==> src/rtl/pwc_pkg.sv <==
package pwc_pkg;
  typedef enum logic [1:0] {
    PL_IDLE = 2'd0,
    PL_LOAD = 2'd1,
    PL_PROG = 2'd2
  } pl_state_e;
endpackage

==> src/rtl/pwc_prot_reg.sv <==
module pwc_prot_reg #(
  parameter int NUM_SECT = 8
) (
  input  logic                clk,
  input  logic                por_rst_n,
  input  logic                we,
  input  logic [NUM_SECT-1:0] wdata,
  output logic [NUM_SECT-1:0] mask
);
  // Only the power-on reset clears the mask; the soft reset is not wired here.
  always_ff @(posedge clk or negedge por_rst_n) begin
    if (!por_rst_n) mask <= '1;
    else if (we)    mask <= wdata;
  end
endmodule

==> src/rtl/pwc_plane.sv <==
module pwc_plane
  import pwc_pkg::*;
#(
  parameter int OFF_W       = 12,
  parameter int DATA_W      = 8,
  parameter int PAGE_BYTES  = 32,
  parameter int LOAD_WIN    = 16,
  parameter int PROG_CYCLES = 64
) (
  input  logic              clk,
  input  logic              rst_n,
  input  logic              soft_rst,
  input  logic              wr_hit,
  input  logic              rd_hit,
  input  logic              wc,
  input  logic [OFF_W-1:0]  off,
  input  logic [DATA_W-1:0] wdata,
  output pl_state_e         st_o,
  output logic              tog_o,
  output logic              arr_we,
  output logic [OFF_W-1:0]  arr_waddr,
  output logic [DATA_W-1:0] arr_wdata
);
  localparam int PG_W    = $clog2(PAGE_BYTES);
  localparam int PI_W    = OFF_W - PG_W;
  localparam int CNT_TOP = (LOAD_WIN > PROG_CYCLES) ? LOAD_WIN : PROG_CYCLES;
  localparam int CNT_W   = $clog2(CNT_TOP + 1);

  pl_state_e              st;
  logic [CNT_W-1:0]       cnt;
  logic [PI_W-1:0]        page_q;
  logic [PAGE_BYTES-1:0]  vld_q;
  logic [DATA_W-1:0]      pbuf_q [PAGE_BYTES];
  logic                   tog_q;

  logic [PG_W-1:0] lo;
  logic            same_page;
  logic            take;
  logic [PG_W-1:0] drain_idx;
  logic            in_drain;

  assign lo        = off[PG_W-1:0];
  assign same_page = (off[OFF_W-1:PG_W] == page_q);
  assign take      = wr_hit && ((st == PL_IDLE) || ((st == PL_LOAD) && same_page));
  assign drain_idx = cnt[PG_W-1:0];
  assign in_drain  = (st == PL_PROG) && (cnt < CNT_W'(PAGE_BYTES));

  always_ff @(posedge clk or negedge rst_n) begin
    if (!rst_n) begin
      st <= PL_IDLE; cnt <= '0; page_q <= '0; vld_q <= '0; tog_q <= 1'b0;
    end else if (soft_rst) begin
      st <= PL_IDLE; cnt <= '0; page_q <= '0; vld_q <= '0; tog_q <= 1'b0;
    end else begin
      unique case (st)
        PL_IDLE: if (wr_hit) begin
          st     <= PL_LOAD;
          cnt    <= '0;
          page_q <= off[OFF_W-1:PG_W];
          vld_q  <= PAGE_BYTES'(1) << lo;
          tog_q  <= 1'b0;
        end
        PL_LOAD: begin
          if (wr_hit && same_page) begin
            vld_q[lo] <= 1'b1;
            cnt       <= '0;
          end else if (wr_hit) begin
            st  <= PL_PROG;
            cnt <= '0;
          end else if (wc) begin
            cnt <= '0;
          end else if (cnt == CNT_W'(LOAD_WIN - 1)) begin
            st  <= PL_PROG;
            cnt <= '0;
          end else begin
            cnt <= cnt + 1'b1;
          end
        end
        PL_PROG: begin
          if (cnt == CNT_W'(PROG_CYCLES - 1)) begin
            st  <= PL_IDLE;
            cnt <= '0;
          end else begin
            cnt <= cnt + 1'b1;
          end
        end
        default: st <= PL_IDLE;
      endcase
      if (rd_hit && (st != PL_IDLE)) tog_q <= ~tog_q;
    end
  end

  always_ff @(posedge clk) begin
    if (take) pbuf_q[lo] <= wdata;
  end

  assign arr_we    = in_drain && vld_q[drain_idx];
  assign arr_waddr = {page_q, drain_idx};
  assign arr_wdata = pbuf_q[drain_idx];
  assign st_o      = st;
  assign tog_o     = tog_q;


  wc_hold_chk: assert property (@(posedge clk) disable iff (!rst_n || soft_rst)
    (st == PL_LOAD && wc && !wr_hit) |=> (st == PL_LOAD));


  load_open_chk: assert property (@(posedge clk) disable iff (!rst_n || soft_rst)
    $rose(st != PL_IDLE) |-> $past(wr_hit));


  prog_exit_chk: assert property (@(posedge clk) disable iff (!rst_n || soft_rst)
    (st == PL_PROG) |=> (st != PL_LOAD));
endmodule

==> src/rtl/pwc_rsp.sv <==
module pwc_rsp #(
  parameter int DATA_W = 8
) (
  input  logic              clk,
  input  logic              rst_n,
  input  logic              soft_rst,
  input  logic              load,
  input  logic [DATA_W-1:0] ld_data,
  input  logic              rsp_ready,
  output logic              rsp_valid,
  output logic [DATA_W-1:0] rsp_data
);
  always_ff @(posedge clk or negedge rst_n) begin
    if (!rst_n) begin
      rsp_valid <= 1'b0; rsp_data <= '0;
    end else if (soft_rst) begin
      rsp_valid <= 1'b0; rsp_data <= '0;
    end else if (load) begin
      rsp_valid <= 1'b1; rsp_data <= ld_data;
    end else if (rsp_ready) begin
      rsp_valid <= 1'b0;
    end
  end


  rsp_hold_chk: assert property (@(posedge clk) disable iff (!rst_n || soft_rst)
    (rsp_valid && !rsp_ready) |=> (rsp_valid && $stable(rsp_data)));
endmodule

==> src/rtl/plane_write_ctrl.sv <==
module plane_write_ctrl
  import pwc_pkg::*;
#(
  parameter int ADDR_W      = 13,
  parameter int DATA_W      = 8,
  parameter int NUM_SECT    = 8,
  parameter int PAGE_BYTES  = 32,
  parameter int LOAD_WIN    = 16,
  parameter int PROG_CYCLES = 64
) (
  input  logic                       clk,
  input  logic                       por_rst_n,
  input  logic                       soft_rst,
  input  logic                       req_valid,
  output logic                       req_ready,
  input  logic                       req_write,
  input  logic [ADDR_W-1:0]          req_addr,
  input  logic [DATA_W-1:0]          req_wdata,
  input  logic                       wc_hold,
  input  logic                       prot_we,
  input  logic [NUM_SECT-1:0]        prot_wdata,
  output logic                       rsp_valid,
  input  logic                       rsp_ready,
  output logic [DATA_W-1:0]          rsp_data,
  output logic [ADDR_W-1:0]          arr_raddr,
  input  logic [DATA_W-1:0]          arr_rdata,
  output logic [1:0]                 arr_we,
  output logic [2*(ADDR_W-1)-1:0]    arr_waddr,
  output logic [2*DATA_W-1:0]        arr_wdata
);
  localparam int NUM_PLANES = 2;
  localparam int OFF_W      = ADDR_W - 1;
  localparam int SECT_W     = $clog2(NUM_SECT);
  localparam int TOG_BIT    = 6;

  logic              acc;
  logic              sel;
  logic [SECT_W-1:0] sect;
  logic [NUM_SECT-1:0] prot_q;
  pl_state_e         pl_st [NUM_PLANES];
  logic [NUM_PLANES-1:0] pl_tog;
  logic [NUM_PLANES-1:0] wr_hit;
  logic [NUM_PLANES-1:0] rd_hit;
  logic [DATA_W-1:0] stat_byte;
  logic [DATA_W-1:0] rd_byte;

  assign acc       = req_valid && req_ready;
  assign sel       = req_addr[ADDR_W-1];
  assign sect      = req_addr[ADDR_W-1 -: SECT_W];
  assign arr_raddr = req_addr;

  pwc_prot_reg #(.NUM_SECT(NUM_SECT)) u_prot (
    .clk(clk), .por_rst_n(por_rst_n), .we(prot_we), .wdata(prot_wdata), .mask(prot_q)
  );

  for (genvar p = 0; p < NUM_PLANES; p++) begin : g_plane
    assign wr_hit[p] = acc && req_write && (sel == 1'(p)) && prot_q[sect];
    assign rd_hit[p] = acc && !req_write && (sel == 1'(p));

    pwc_plane #(
      .OFF_W(OFF_W), .DATA_W(DATA_W), .PAGE_BYTES(PAGE_BYTES),
      .LOAD_WIN(LOAD_WIN), .PROG_CYCLES(PROG_CYCLES)
    ) u_plane (
      .clk(clk), .rst_n(por_rst_n), .soft_rst(soft_rst),
      .wr_hit(wr_hit[p]), .rd_hit(rd_hit[p]), .wc(wc_hold),
      .off(req_addr[OFF_W-1:0]), .wdata(req_wdata),
      .st_o(pl_st[p]), .tog_o(pl_tog[p]),
      .arr_we(arr_we[p]),
      .arr_waddr(arr_waddr[p*OFF_W +: OFF_W]),
      .arr_wdata(arr_wdata[p*DATA_W +: DATA_W])
    );


    idle_read_chk: assert property (@(posedge clk) disable iff (!por_rst_n || soft_rst)
      (rd_hit[p] && pl_st[p] == PL_IDLE) |=> (rsp_valid && rsp_data == $past(arr_rdata)));


    prot_gate_chk: assert property (@(posedge clk) disable iff (!por_rst_n || soft_rst)
      (acc && req_write && sel == 1'(p) && !prot_q[sect] && pl_st[p] == PL_IDLE)
        |=> (pl_st[p] == PL_IDLE));


    poll_byte_chk: assert property (@(posedge clk) disable iff (!por_rst_n || soft_rst)
      (rd_hit[p] && pl_st[p] != PL_IDLE)
        |=> (rsp_data[TOG_BIT] == $past(pl_tog[p]) && $countones(rsp_data) <= 1));
  end

  always_comb begin
    stat_byte          = '0;
    stat_byte[TOG_BIT] = pl_tog[sel];
    rd_byte            = (pl_st[sel] != PL_IDLE) ? stat_byte : arr_rdata;
  end

  pwc_rsp #(.DATA_W(DATA_W)) u_rsp (
    .clk(clk), .rst_n(por_rst_n), .soft_rst(soft_rst),
    .load(acc && !req_write), .ld_data(rd_byte), .rsp_ready(rsp_ready),
    .rsp_valid(rsp_valid), .rsp_data(rsp_data)
  );

  assign req_ready = !rsp_valid || rsp_ready;


  prot_keep_chk: assert property (@(posedge clk) disable iff (!por_rst_n)
    (soft_rst && !prot_we) |=> $stable(prot_q));
endmodule

==> config.mk <==
export PLATFORM = sky130hd
export DESIGN_NAME = plane_write_ctrl
export DESIGN_NICKNAME = d
export VERILOG_FILES = /design/src/rtl/pwc_pkg.sv /design/src/rtl/pwc_prot_reg.sv /design/src/rtl/pwc_plane.sv /design/src/rtl/pwc_rsp.sv /design/src/rtl/plane_write_ctrl.sv
export SDC_FILE = /design/constraint.sdc
export NUM_CORES = 1
export LEC_CHECK = 0
export CAP_MARGIN = 25
export CORE_ASPECT_RATIO = 1.25
export CORE_UTILIZATION = 55
export DETAILED_ROUTE_END_ITERATION = 10
export HOLD_SLACK_MARGIN = 0.1
export PLACE_DENSITY = 0.76
export SYNTH_ARGS = -nofsm -noshare
export SYNTH_HDL_FRONTEND = slang
export SYNTH_HIERARCHICAL = 1
export SYNTH_SLANG_ARGS = --single-unit
==> constraint.sdc <==
create_clock -name clk -period 3.33 [get_ports clk]
set_clock_uncertainty 0.15 [all_clocks]
set_input_delay 0.666 -clock clk [delete_from_list [all_inputs] [get_ports clk]]
set_output_delay 0.666 -clock clk [all_outputs]
set_load 0.02 [all_outputs]
==> impl_metrics.ini <==
[run_status]
status = finished, violations left
failed_checks = setup timing

[clocking]
cts_buffers = 59
cts_sinks = 627
worstSkewPairLatency_ns = 0.62
cts.clk_slew.worst_paths_ns = 0.06
cts_root_buf = clkbuf_16
htree_levels = 2
cts_tree = done
ctsLongestPathBuffers = 3

[grt]
antenna_found_initial = 0
grt_use_total = 0.266
grt_max_degree = 72
grt_overflow = 0
first_global_vias = 15900
grt_pass1_wl_um = 95800

[drt]
ant_nets = 0
detail_route.wl_per_cell_um = 25.6
totalWireLength_um = 65600
drc_errors = 0
vias_per_cell = 6.17
vias = 15800
drtIter0Drc = 1544
dr.pass1.iters = 5

[run]
drv_cap = 0

[place]
place_inst = 2423
portBuffers = 109
dp_slack_ns = -0.493
place_congestion = 0.895
hpwlAfterDp_um = 41400

[floorplan]
ioPinCount = 110
die_h_um = 247
die_area_um2 = 49000
core_um2 = 47300
die_w_um = 198
start_util = 0.560
num_rows = 89

[synthesis]
syn-mean-instance-area_um2 = 16.3
yosys.area_share.simple = 0.0615
yosysUniqueCellTypes = 83
ys.flop_type = edfxtp_1
ys_seq_area_frac = 0.689
synthXorXnorAreaFrac = 0.00463
synth_nets = 1683
async_flop_share = 0.183
syn_inst = 1628
synth_compound_area_frac = 0.0689
synth_edf_count = 512
synth_top_family_by_area = multiplexers
synth_adder_area_share = 0.00472
synth-seq-cells = 627
synth.cell_area_um2 = 26500
yosys_warnings = 6
synth_mux_area_frac = 0.141

[final_layout]
syn2layout_area_growth_pct = 21.8
drive_above_1_share = 0.286
multi_input_area_um2 = 8050
fillers = 2984
finalNonFillerCells = 2566
seqCellArea_um2 = 18300
final_nets = 1933
antenna_cells = 0
final_util = 0.682

[worst_setup_path]
startpoint = g_plane[1].u_plane/cnt[0]
critPathKind = reg2out
worstPathMaxFanout = 9
r2r_cells = 8
r2r-start = u_prot/mask[3]
r2r-end = g_plane[0].u_plane/pbuf_q[9][3]
r2r_slack_ns = 0.29
cp-end-kind = output pin
worstPathRequired_ns = 2.51
startpoint_type = register
cp.arrival_ns = 2.64

[min_path]
hold_end = g_plane[0].u_plane/vld_q[30]
min_path_cells = 2
hold_class = reg2reg
hold_start = g_plane[0].u_plane/vld_q[30]

[sta]
fin_crit_ns = 3.46
setup_ws_ns = -0.125
finalMaxSlewViolations = 0
slew_headroom = 0.432
fmax_mhz = 289
finalSetupViolations = 12
hold_violations = 0
worst_pin_slew_ns = 0.849
final.setup.tns_ns = -0.889
rsz0062_at_grt = true
period_share = 1.04

[power_and_ir_drop]
static-leakage-power_uw = 0.0107
irDropWorstVdd_mv = 0.490
power_density_nw_per_um2 = 523
==> routing by layer <==
layer,wire length [um],vias to the layer above,part of all wire,global-route usage
met3,4160,170,0.063,0.0366
li1,-,6854,-,-
met5,0,-,0,0
met2,35000,759,0.53,0.473
met1,23500,8046,0.36,0.319
met4,3000,0,0.046,0.124
==> cells in the final DEF (no fill, tap or decap), types with 13 or more instances in the layout <==
| cell type | netlist | layout |
|---|---|---|
| mux2i_1 | 179 | 148 |
| buf_2 | 37 | 15 |
| nand3_1 | 15 | 15 |
| a32o_1 | 32 | 32 |
| mux2i_2 | 0 | 21 |
| o221ai_2 | 0 | 13 |
| a22o_1 | 18 | 18 |
| buf_12 | 1 | 36 |
| a21oi_1 | 62 | 59 |
| o21ai_0 | 30 | 30 |
| clkdlybuf4s50_1 | 0 | 81 |
| nor2_1 | 100 | 95 |
| dfrtp_1 | 107 | 101 |
| edfxtp_1 | 512 | 512 |
| clkbuf_16 | 0 | 62 |
| buf_4 | 39 | 152 |
| mux4_2 | 75 | 77 |
| inv_1 | 13 | 13 |
| nand2_1 | 117 | 113 |
| a22oi_1 | 28 | 14 |
| a22oi_2 | 0 | 14 |
==> timing repair <==
action,in CTS,in global routing
resized for setup,176,85
setup buffers,15,9
endpoints found under the hold margin,44,0
gates cloned,4,3
hold buffers,1,0
pin swaps,5,21
setup endpoints to repair,18,43
==> state kept, by name (all words and copies together) (netlist names) <==
register                cells
g_plane.u_plane/cnt        14
u_rsp/rsp_valid             1
g_plane.u_plane/vld_q      64
u_rsp/rsp_data              8
g_plane.u_plane/st_o        4
g_plane.u_plane/tog_o       2
u_prot/mask                 8
g_plane.u_plane/page_q     14
g_plane.u_plane/pbuf_q    512
==> area by class of cell <==
class | count | share of cell area
clock inverter | 40 | 0.0148
inverter | 13 | 0.00151
tap | 637 | 0.0247
timing repair buffer | 305 | 0.0951
clock buffer | 72 | 0.0479
sequential | 627 | 0.566
multi-input combinational | 872 | 0.250
==> where the power goes <==
group	switching, uW	internal, uW
Combinational	771	577
Sequential	37.5	8540
Clock	2870	4090
==> synth_stat cells (4+ instances only) <==
master,number,share of area
buf_6,12,0.0051
edfxtp_1,512,0.58
a21o_1,4,0.0011
dfstp_2,8,0.0079
and3_1,11,0.0026
nor4_1,4,0.00094
nor2_1,100,0.014
dfrtp_1,107,0.10
a22o_1,18,0.0060
clkbuf_1,19,0.0027
mux4_2,75,0.064
a31oi_1,12,0.0028
o221ai_1,16,0.0053
and2b_2,7,0.0023
a32o_1,32,0.012
buf_2,37,0.0070
a21oi_1,62,0.012
a22oi_1,28,0.0079
mux2_4,9,0.0051
mux2i_1,179,0.068
buf_4,39,0.011
nand2_1,117,0.017
nand3_1,15,0.0028
ha_1,10,0.0047
o21ai_1,6,0.0011
nor3b_1,7,0.0020
inv_1,13,0.0018
nand2b_1,9,0.0021
a221oi_1,6,0.0020
o211ai_1,4,0.0011
o21ai_0,30,0.0057
and2_1,7,0.0017
nor2b_1,10,0.0024
or2_2,6,0.0014
nor3_1,6,0.0011
xor2_1,11,0.0036
buf_1,6,0.00085
==> kinds of logic after synthesis <==
group | after synthesis
adders and majority gates | 10
buffers and inverters | 129
AOI/OAI and AO/OA | 249
DFF | 627
and+or+nand+nor | 330
muxes | 269
xor gates and xnor gates | 14
==> through the flow <==
step / total power (uW) / hold slack (ns) / area, um^2
after floorplan: 9430 / 0.220 / 26500
after global placement: 9940 / 0.308 / 29200
after detailed placement: 9970 / 0.317 / 29200
after CTS: 16900 / 0.334 / 31800
after global routing: 17400 / 0.355 / 32300
final: 16900 / 0.335 / 32300
==> how the worst max path moves through the flow <==
stage	slack, ns	endpoint
finish	-0.13	arr_wdata[8]
global route	-0.17	arr_we[1]
CTS	-0.14	arr_we[1]
detailed placement	-0.49	g_plane[1].u_plane/pbuf_q[31][3]
global placement	-0.38	g_plane[1].u_plane/pbuf_q[25][1]
floorplan	0.06	g_plane[0].u_plane/pbuf_q[16][0]
==> critical path, stage by stage (launching register included) <==
cell and delay, ns:
dfrtp_4 0.52, buf_12 0.17, buf_4 0.14, buf_12 0.13, mux4_2 0.47, mux2i_1 0.19
o221ai_1 0.18, buf_2 0.22
(Power assumes the default switching activity.)
